### src/rtl/bsram_pkg.sv
package bsram_pkg;

    // Width of the burst step counter; bursts span 2**BURST_CNT_W words
    localparam int unsigned BURST_CNT_W = 2;

    // Encoding of the burst order input
    typedef enum logic {
        ORDER_XOR    = 1'b0,
        ORDER_LINEAR = 1'b1
    } burst_order_e;

endpackage

### src/rtl/bsram_burst_seq.sv
module bsram_burst_seq
    import bsram_pkg::*;
#(
    parameter int unsigned ADDR_W = 6,
    parameter int unsigned CNT_W  = BURST_CNT_W
) (
    input  logic              clk,
    input  logic              rst_n,
    input  logic              load,
    input  logic              step,
    input  logic              lin,
    input  logic [ADDR_W-1:0] addr_i,
    output logic [ADDR_W-1:0] acc_addr
);

    typedef struct packed {
        logic [ADDR_W-1:0] base;
        logic [CNT_W-1:0]  cnt;
    } seq_t;

    seq_t seq_d, seq_q;
    logic [CNT_W-1:0] low_bits;

    always_comb begin
        seq_d = seq_q;
        if (load) begin
            seq_d.base = addr_i;
            seq_d.cnt  = '0;
        end else if (step) begin
            seq_d.cnt = seq_q.cnt + 1'b1;
        end
        if (burst_order_e'(lin) == ORDER_LINEAR) begin
            low_bits = seq_d.base[CNT_W-1:0] + seq_d.cnt;
        end else begin
            low_bits = seq_d.base[CNT_W-1:0] ^ seq_d.cnt;
        end
        acc_addr = {seq_d.base[ADDR_W-1:CNT_W], low_bits};
    end

    always_ff @(posedge clk or negedge rst_n) begin
        if (!rst_n) begin
            seq_q <= '0;
        end else begin
            seq_q <= seq_d;
        end
    end

    // Upper address bits captured by a load stay fixed in the next cycle
    AST_BURST_UPPER_HOLD: assert property (@(posedge clk) disable iff (!rst_n)
        ($past(rst_n) && $past(load) && !load)
        |-> (acc_addr[ADDR_W-1:CNT_W] == $past(addr_i[ADDR_W-1:CNT_W])));

endmodule

### src/rtl/bsram_array.sv
module bsram_array #(
    parameter int unsigned ADDR_W = 6,
    parameter int unsigned NBYTES = 4,
    parameter int unsigned BYTE_W = 8
) (
    input  logic                     clk,
    input  logic                     we,
    input  logic [NBYTES-1:0]        wmask,
    input  logic [ADDR_W-1:0]        waddr,
    input  logic [NBYTES*BYTE_W-1:0] wdata,
    input  logic [ADDR_W-1:0]        raddr,
    output logic [NBYTES*BYTE_W-1:0] rdata
);

    localparam int unsigned DEPTH = 1 << ADDR_W;

    for (genvar g = 0; g < NBYTES; g++) begin : g_lane
        logic [BYTE_W-1:0] lane_mem [DEPTH];

        always_ff @(posedge clk) begin
            if (we && wmask[g]) begin
                lane_mem[waddr] <= wdata[g*BYTE_W +: BYTE_W];
            end
        end

        assign rdata[g*BYTE_W +: BYTE_W] = lane_mem[raddr];
    end

endmodule

### src/rtl/bsram_ctrl.sv
module bsram_ctrl
    import bsram_pkg::*;
#(
    parameter int unsigned ADDR_W = 6,
    parameter int unsigned NBYTES = 4,
    parameter int unsigned BYTE_W = 8
) (
    input  logic                     clk,
    input  logic                     rst_n,
    input  logic [ADDR_W-1:0]        addr_i,
    input  logic [NBYTES*BYTE_W-1:0] din,
    input  logic                     proc_as_n,
    input  logic                     ctrl_as_n,
    input  logic                     adv_n,
    input  logic                     lin_order,
    input  logic                     cs1_n,
    input  logic                     cs2,
    input  logic                     cs3_n,
    input  logic                     gwe_n,
    input  logic                     bwe_n,
    input  logic [NBYTES-1:0]        bsel_n,
    input  logic                     oe_n,
    output logic [NBYTES*BYTE_W-1:0] dout,
    output logic                     dout_en
);

    localparam int unsigned DATA_W = NBYTES * BYTE_W;

    typedef struct packed {
        logic              sel;
        logic              out_on;
        logic              rd;
        logic [ADDR_W-1:0] raddr;
        logic [DATA_W-1:0] dout;
    } ctl_t;

    ctl_t st_d, st_q;

    logic              sel_ok;
    logic              proc_go;
    logic              ctrl_go;
    logic              strobe;
    logic              acc_new;
    logic              desel;
    logic              cont;
    logic              rd_req;
    logic              honor_wr;
    logic              do_rd;
    logic              arr_we;
    logic [NBYTES-1:0] wr_mask;
    logic [NBYTES-1:0] arr_mask;
    logic [ADDR_W-1:0] acc_addr;
    logic [DATA_W-1:0] arr_rdata;

    // Cycle decode from the sampled controls
    always_comb begin
        sel_ok   = !cs1_n && cs2 && !cs3_n;
        proc_go  = !proc_as_n && !cs1_n;
        ctrl_go  = !ctrl_as_n;
        strobe   = proc_go || ctrl_go;
        acc_new  = strobe && sel_ok;
        desel    = strobe && !sel_ok;
        cont     = !strobe && st_q.sel;
        rd_req   = gwe_n && bwe_n;
        if (!gwe_n) begin
            wr_mask = '1;
        end else if (!bwe_n) begin
            wr_mask = ~bsel_n;
        end else begin
            wr_mask = '0;
        end
        honor_wr = cont || (acc_new && !proc_go);
        do_rd    = (acc_new && (proc_go || rd_req)) || (cont && rd_req);
        arr_we   = honor_wr && (|wr_mask);
        arr_mask = honor_wr ? wr_mask : '0;
    end

    bsram_burst_seq #(
        .ADDR_W (ADDR_W),
        .CNT_W  (BURST_CNT_W)
    ) u_seq (
        .clk      (clk),
        .rst_n    (rst_n),
        .load     (acc_new),
        .step     (cont && !adv_n),
        .lin      (lin_order),
        .addr_i   (addr_i),
        .acc_addr (acc_addr)
    );

    bsram_array #(
        .ADDR_W (ADDR_W),
        .NBYTES (NBYTES),
        .BYTE_W (BYTE_W)
    ) u_array (
        .clk   (clk),
        .we    (arr_we),
        .wmask (arr_mask),
        .waddr (acc_addr),
        .wdata (din),
        .raddr (st_q.raddr),
        .rdata (arr_rdata)
    );

    // Next-state computation
    always_comb begin
        st_d = st_q;
        if (acc_new) begin
            st_d.sel = 1'b1;
        end else if (desel) begin
            st_d.sel = 1'b0;
        end
        st_d.out_on = st_q.sel && !desel;
        st_d.rd     = do_rd;
        st_d.raddr  = acc_addr;
        if (st_q.rd) begin
            st_d.dout = arr_rdata;
        end
    end

    always_ff @(posedge clk or negedge rst_n) begin
        if (!rst_n) begin
            st_q <= '0;
        end else begin
            st_q <= st_d;
        end
    end

    assign dout    = st_q.dout;
    assign dout_en = st_q.out_on && !oe_n;

    AST_CS1_GATES_PROC: assert property (@(posedge clk) disable iff (!rst_n)
        (cs1_n && ctrl_as_n) |=> (st_q.sel == $past(st_q.sel)));

    AST_FIRST_CYCLE_HIZ: assert property (@(posedge clk) disable iff (!rst_n)
        (acc_new && !st_q.sel) |=> !dout_en);

    AST_DESEL_HIZ: assert property (@(posedge clk) disable iff (!rst_n)
        desel |=> !dout_en);

    AST_PROC_WR_IGNORED: assert property (@(posedge clk) disable iff (!rst_n)
        (!proc_as_n && !cs1_n) |-> !arr_we);

    AST_GLOBAL_ALL_BYTES: assert property (@(posedge clk) disable iff (!rst_n)
        (arr_we && !gwe_n) |-> (&arr_mask));

    AST_NO_EMPTY_STROBE: assert property (@(posedge clk) disable iff (!rst_n)
        arr_we |-> (arr_mask != '0));

    AST_DATA_HOLD: assert property (@(posedge clk) disable iff (!rst_n)
        !st_q.rd |=> $stable(dout));

endmodule

### config.mk
export PLATFORM = sky130hd
export DESIGN_NAME = bsram_ctrl
export DESIGN_NICKNAME = d
export VERILOG_FILES = /design/src/rtl/bsram_pkg.sv /design/src/rtl/bsram_burst_seq.sv /design/src/rtl/bsram_array.sv /design/src/rtl/bsram_ctrl.sv
export SDC_FILE = /design/constraint.sdc
export NUM_CORES = 2
export LEC_CHECK = 0
export BUFFER_PORTS_ARGS = -buffer_cell sky130_fd_sc_hd__buf_2
export CELL_PAD_IN_SITES_DETAIL_PLACEMENT = 1
export CELL_PAD_IN_SITES_GLOBAL_PLACEMENT = 2
export CORE_ASPECT_RATIO = 0.7
export CORE_MARGIN = 5
export CORE_UTILIZATION = 53
export DETAILED_ROUTE_END_ITERATION = 12
export PLACE_DENSITY = 0.94
export SETUP_SLACK_MARGIN = 0.05
export SYNTH_ARGS = -nofsm -noshare
export SYNTH_HDL_FRONTEND = slang
export SYNTH_SLANG_ARGS = --single-unit
### constraint.sdc
create_clock -name clk -period 7.19 [get_ports clk]
set_input_delay 1.438 -clock clk [delete_from_list [all_inputs] [get_ports clk]]
set_output_delay 1.438 -clock clk [all_outputs]
set_load 0.01 [all_outputs]
==> impl_metrics.prom <==
# TYPE chip_impl_metric gauge
chip_impl_metric{name="total_power",unit="mW"} 28.3
chip_impl_info{name="crit_type",value="in2reg"} 1
chip_impl_metric{name="count_of_flip_flops_with_a_built_in_enable_after_synthesis",unit=""} 2048
chip_impl_info{name="outcome",value="complete, no violations"} 1
chip_impl_metric{name="ys_types",unit=""} 56
chip_impl_metric{name="max_clock_freq",unit="MHz"} 198
chip_impl_metric{name="grt_pass1_vias",unit=""} 47051
chip_impl_metric{name="power_frac_comb",unit="%"} 17.7
chip_impl_metric{name="gp_congestion",unit=""} 0.912
chip_impl_metric{name="skew",unit="ns"} 0.0312
chip_impl_metric{name="worstHoldPathCells",unit=""} 2
chip_impl_metric{name="post_cts_resize_count",unit=""} 0
chip_impl_metric{name="numPortBuffers",unit=""} 86
chip_impl_metric{name="synth-warning-count",unit=""} 0
chip_impl_info{name="setup_repair_after_global_routing_missed_its_margin",value="false"} 1
chip_impl_metric{name="detail_route.iter0.violations",unit=""} 6675
chip_impl_info{name="top_layer",value="met5"} 1
chip_impl_metric{name="layout_worst_path_cycle_share",unit="%"} 70.3
chip_impl_metric{name="die-area",unit="mm2"} 0.163
chip_impl_metric{name="grt_pass1_wl",unit="um"} 353000
chip_impl_metric{name="reg2reg_setup_slack",unit="ns"} 2.99
chip_impl_info{name="end_kind",value="register"} 1
chip_impl_metric{name="worstSkewPairLatency",unit="ns"} 0.84
chip_impl_metric{name="drtAntennaViolNets",unit=""} 0
chip_impl_metric{name="wl_met2",unit="um"} 113000
chip_impl_metric{name="critical_path_peak_fanout",unit=""} 32
chip_impl_info{name="synth_area_leaders",value="sky130_fd_sc_hd__edfxtp_1 75%, sky130_fd_sc_hd__mux4_2 7.0%, sky130_fd_sc_hd__mux2i_1 6.2%"} 1
chip_impl_metric{name="overflow",unit=""} 0
chip_impl_metric{name="met3WireLength",unit="um"} 28900
chip_impl_info{name="synth_common_cells",value="2,048 x sky130_fd_sc_hd__edfxtp_1, 512 x sky130_fd_sc_hd__mux2i_1, 256 x sky130_fd_sc_hd__mux4_2"} 1
chip_impl_metric{name="synthToLayoutAreaGrowth",unit="%"} 11.1
chip_impl_info{name="synth.largest_area_cell",value="sky130_fd_sc_hd__edfxtp_1"} 1
chip_impl_metric{name="final.setup.tns",unit="ns"} 0
chip_impl_metric{name="dp.cells",unit=""} 6401
chip_impl_info{name="worst_hold_path_type",value="reg2reg"} 1
chip_impl_metric{name="post_synthesis_sequential_area_ratio",unit="%"} 76.3
chip_impl_metric{name="pin_count_of_the_biggest_net_entering_global_routing",unit=""} 132
chip_impl_metric{name="power.share.switching",unit="%"} 27.6
chip_impl_metric{name="synth_nets",unit=""} 4461
chip_impl_metric{name="setup_viol_count_final",unit=""} 0
chip_impl_metric{name="cp.arrival",unit="ns"} 5.50
chip_impl_metric{name="detailedPlacementHpwl",unit="um"} 145000
chip_impl_metric{name="clkTransAtPathRegs",unit="ns"} 0.06
chip_impl_info{name="primary_flip_flop_cell_chosen_by_synthesis_mapping",value="sky130_fd_sc_hd__edfxtp_1"} 1
chip_impl_metric{name="drt-pass1-iter-count",unit=""} 9
chip_impl_metric{name="stdcell_area",unit="mm2"} 0.0912
chip_impl_metric{name="viasPerCell",unit=""} 6.89
chip_impl_metric{name="fp.coreArea",unit="mm2"} 0.153
chip_impl_info{name="post-synth-top-count-cell",value="sky130_fd_sc_hd__edfxtp_1"} 1
chip_impl_metric{name="die_x",unit="um"} 480
chip_impl_metric{name="syn_area_per_cell",unit="um2"} 18.6
chip_impl_metric{name="wl_per_cell",unit="um"} 36.5
chip_impl_metric{name="timing.final.max_slew_violations",unit=""} 0
chip_impl_metric{name="die_boundary_height",unit="um"} 339
chip_impl_metric{name="final_stage_net_count",unit=""} 4566
chip_impl_metric{name="hold_violations",unit=""} 0
chip_impl_metric{name="cts-hold-fix-buffers",unit=""} 0
chip_impl_metric{name="yosys.area.top_type_share",unit="%"} 74.9
chip_impl_info{name="cts_root_buffer",value="sky130_fd_sc_hd__clkbuf_16"} 1
chip_impl_metric{name="clockBufferDepth",unit=""} 3
chip_impl_metric{name="sequential_cell_area",unit="mm2"} 0.0626
chip_impl_metric{name="mapped_area",unit="mm2"} 0.0821
chip_impl_metric{name="final_instance_count_excl_fillers",unit=""} 6746
chip_impl_metric{name="cellPowerDensity",unit="mW/mm2"} 310
chip_impl_metric{name="yosys_register_bits",unit=""} 2093
chip_impl_info{name="r2r-end",value="u_array.g_lane[1].lane_mem[6][4]$_DFFE_PP_"} 1
chip_impl_metric{name="filler_cell_count",unit=""} 13251
chip_impl_metric{name="post-cts-setup-buffer-count",unit=""} 0
chip_impl_info{name="worst_setup_path_start_kind",value="primary input"} 1
chip_impl_metric{name="register_to_register_path_depth",unit=""} 9
chip_impl_metric{name="slew_headroom",unit="%"} 15.1
chip_impl_metric{name="timing_worst_slew_pin_value",unit="ns"} 1.27
chip_impl_metric{name="max-vdd-ir-drop",unit="uV"} 274
chip_impl_metric{name="io_pins",unit=""} 87
chip_impl_metric{name="route.vias.total",unit=""} 46500
chip_impl_metric{name="wirelength_met1",unit="um"} 95700
chip_impl_metric{name="cts.htree.levels",unit=""} 4
chip_impl_metric{name="crit_required",unit="ns"} 7.64
chip_impl_metric{name="power.leakage",unit="nW"} 29.2
chip_impl_metric{name="clock_sink_count",unit=""} 2093
chip_impl_metric{name="fraction_of_final_layout_cells_with_drive_strength_greater_than_1",unit="%"} 18.2
chip_impl_metric{name="synthArstFlopShare",unit="%"} 2.15
chip_impl_metric{name="power_frac_clock",unit="%"} 34.4
chip_impl_info{name="worst_hold_path.endpoint",value="st_q[39]$_DFF_PN0_"} 1
chip_impl_metric{name="drv_cap",unit=""} 0
chip_impl_metric{name="post_synth_inst_count",unit=""} 4406
chip_impl_info{name="reg2reg_from",value="st_q[40]$_DFFE_PN0P_"} 1
chip_impl_info{name="cts_tree",value="done"} 1
chip_impl_metric{name="power_frac_seq",unit="%"} 47.9
chip_impl_metric{name="min_tclk_post_route",unit="ns"} 5.05
chip_impl_metric{name="routed_wirelength",unit="um"} 246000
chip_impl_metric{name="antenna_found_initial",unit=""} 14
chip_impl_metric{name="p_int",unit="mW"} 20.5
chip_impl_metric{name="multi_input_area",unit="mm2"} 0.0184
chip_impl_metric{name="initial_utilization",unit="%"} 53.5
chip_impl_info{name="worstHoldStart",value="st_q[40]$_DFFE_PN0P_"} 1
chip_impl_metric{name="drc",unit=""} 0
chip_impl_metric{name="power.switching",unit="mW"} 7.82
chip_impl_metric{name="gr-usage-all-layers",unit="%"} 29.9
chip_impl_metric{name="tritoncts.num_buffers",unit=""} 182
chip_impl_metric{name="total_cell_area_at_the_placement_stage",unit="mm2"} 0.0854
chip_impl_metric{name="core_rows",unit=""} 120
-- worst max-delay path: stages --
cell,delay (ns)
sky130_fd_sc_hd__buf_2,0.12
sky130_fd_sc_hd__nor3b_2,0.68
sky130_fd_sc_hd__nand2_2,0.33
sky130_fd_sc_hd__nand2_1,0.16
sky130_fd_sc_hd__nand2_1,0.08
sky130_fd_sc_hd__ha_1,0.37
sky130_fd_sc_hd__inv_1,0.16
sky130_fd_sc_hd__nand3_2,0.39
sky130_fd_sc_hd__a211o_2,0.43
sky130_fd_sc_hd__buf_4,0.40
sky130_fd_sc_hd__a21oi_1,0.88
-- sequential cells by signal (all words and copies together) (netlist names) --
signal                   count
u_array.g_lane.lane_mem   2048
dout                        32
u_seq.seq_q                  7
st_q                         6
-- kinds of logic after synthesis --
logic type	after synthesis	synth area share, %
compound gates	654	5.03
xor+xnor	1	0.0107
fa+ha+maj	1	0.0152
buf+inv	334	1.87
flops	2093	76.3
mux	768	13.3
simple gates	555	3.52
-- power by group through the flow --
| stage | clock (mW) | sequential, mW | combinational (mW) |
|---|---|---|---|
| 5_1_grt | 10.4 | 13.6 | 5.15 |
| 4_1_cts | 9.82 | 13.6 | 4.92 |
| 3_3_place_gp | 0 | 13.8 | 4.66 |
| 6_report | 9.74 | 13.6 | 5.00 |
| 3_5_place_dp | 0 | 13.8 | 4.86 |
| 2_1_floorplan | 0 | 13.7 | 3.20 |
-- worst max path at each step --
stage | from | to | slack [ns] | cells after the start
after floorplan | cs1_n | u_array.g_lane[0].lane_mem[11][0]$_DFFE_PP_ | 2.81 | 10
after global placement | cs1_n | u_array.g_lane[1].lane_mem[36][5]$_DFFE_PP_ | 1.63 | 12
after detailed placement | cs1_n | u_array.g_lane[0].lane_mem[40][1]$_DFFE_PP_ | 1.40 | 11
after CTS | cs1_n | u_array.g_lane[0].lane_mem[40][7]$_DFFE_PP_ | 2.25 | 11
after global routing | cs1_n | u_array.g_lane[0].lane_mem[40][7]$_DFFE_PP_ | 1.98 | 11
final | cs1_n | u_array.g_lane[1].lane_mem[32][0]$_DFFE_PP_ | 2.14 | 11
-- through the flow --
step                utilization, %  hold WS, ns  worst slack [ns]
floorplan                        -        0.444              2.81
CTS                           59.4        0.512              2.25
finish                        59.4        0.507              2.14
global placement              55.6        0.492              1.63
global route                  59.4        0.522              1.98
detailed placement            55.6        0.477              1.40
-- placed cells by master (no fill, tap or decap), drive strengths merged, types with 11 or more instances in the layout --
cell,instances
a21oi,231
a221o,32
a22oi,193
buf,248
bufinv,11
clkbuf,233
clkinv,76
dfrtp,45
edfxtp,2048
inv,15
mux2i,512
mux4,256
nand2,175
nand2b,37
nand3,71
nand4,37
nor2,42
nor3,34
nor4,128
o21ai,76
o22ai,96
-- layout make-up --
| class | count | share of cell area [%] |
|---|---|---|
| timing repair buffer | 248 | 1.95 |
| sequential | 2093 | 68.7 |
| antenna | 10 | 0.0274 |
| inverter | 7 | 0.0288 |
| multi-input combinational | 1979 | 20.1 |
| clock buffer | 233 | 5.43 |
| clock inverter | 102 | 0.911 |
| tap | 2074 | 2.85 |
-- per-layer routing --
layer / up-vias / track usage, %
met4: 8 / 9.62
met2: 3504 / 45.4
met5: - / 0
met3: 467 / 7.64
li1: 18244 / -
met1: 24277 / 43.0
(Power assumes the default switching activity.)
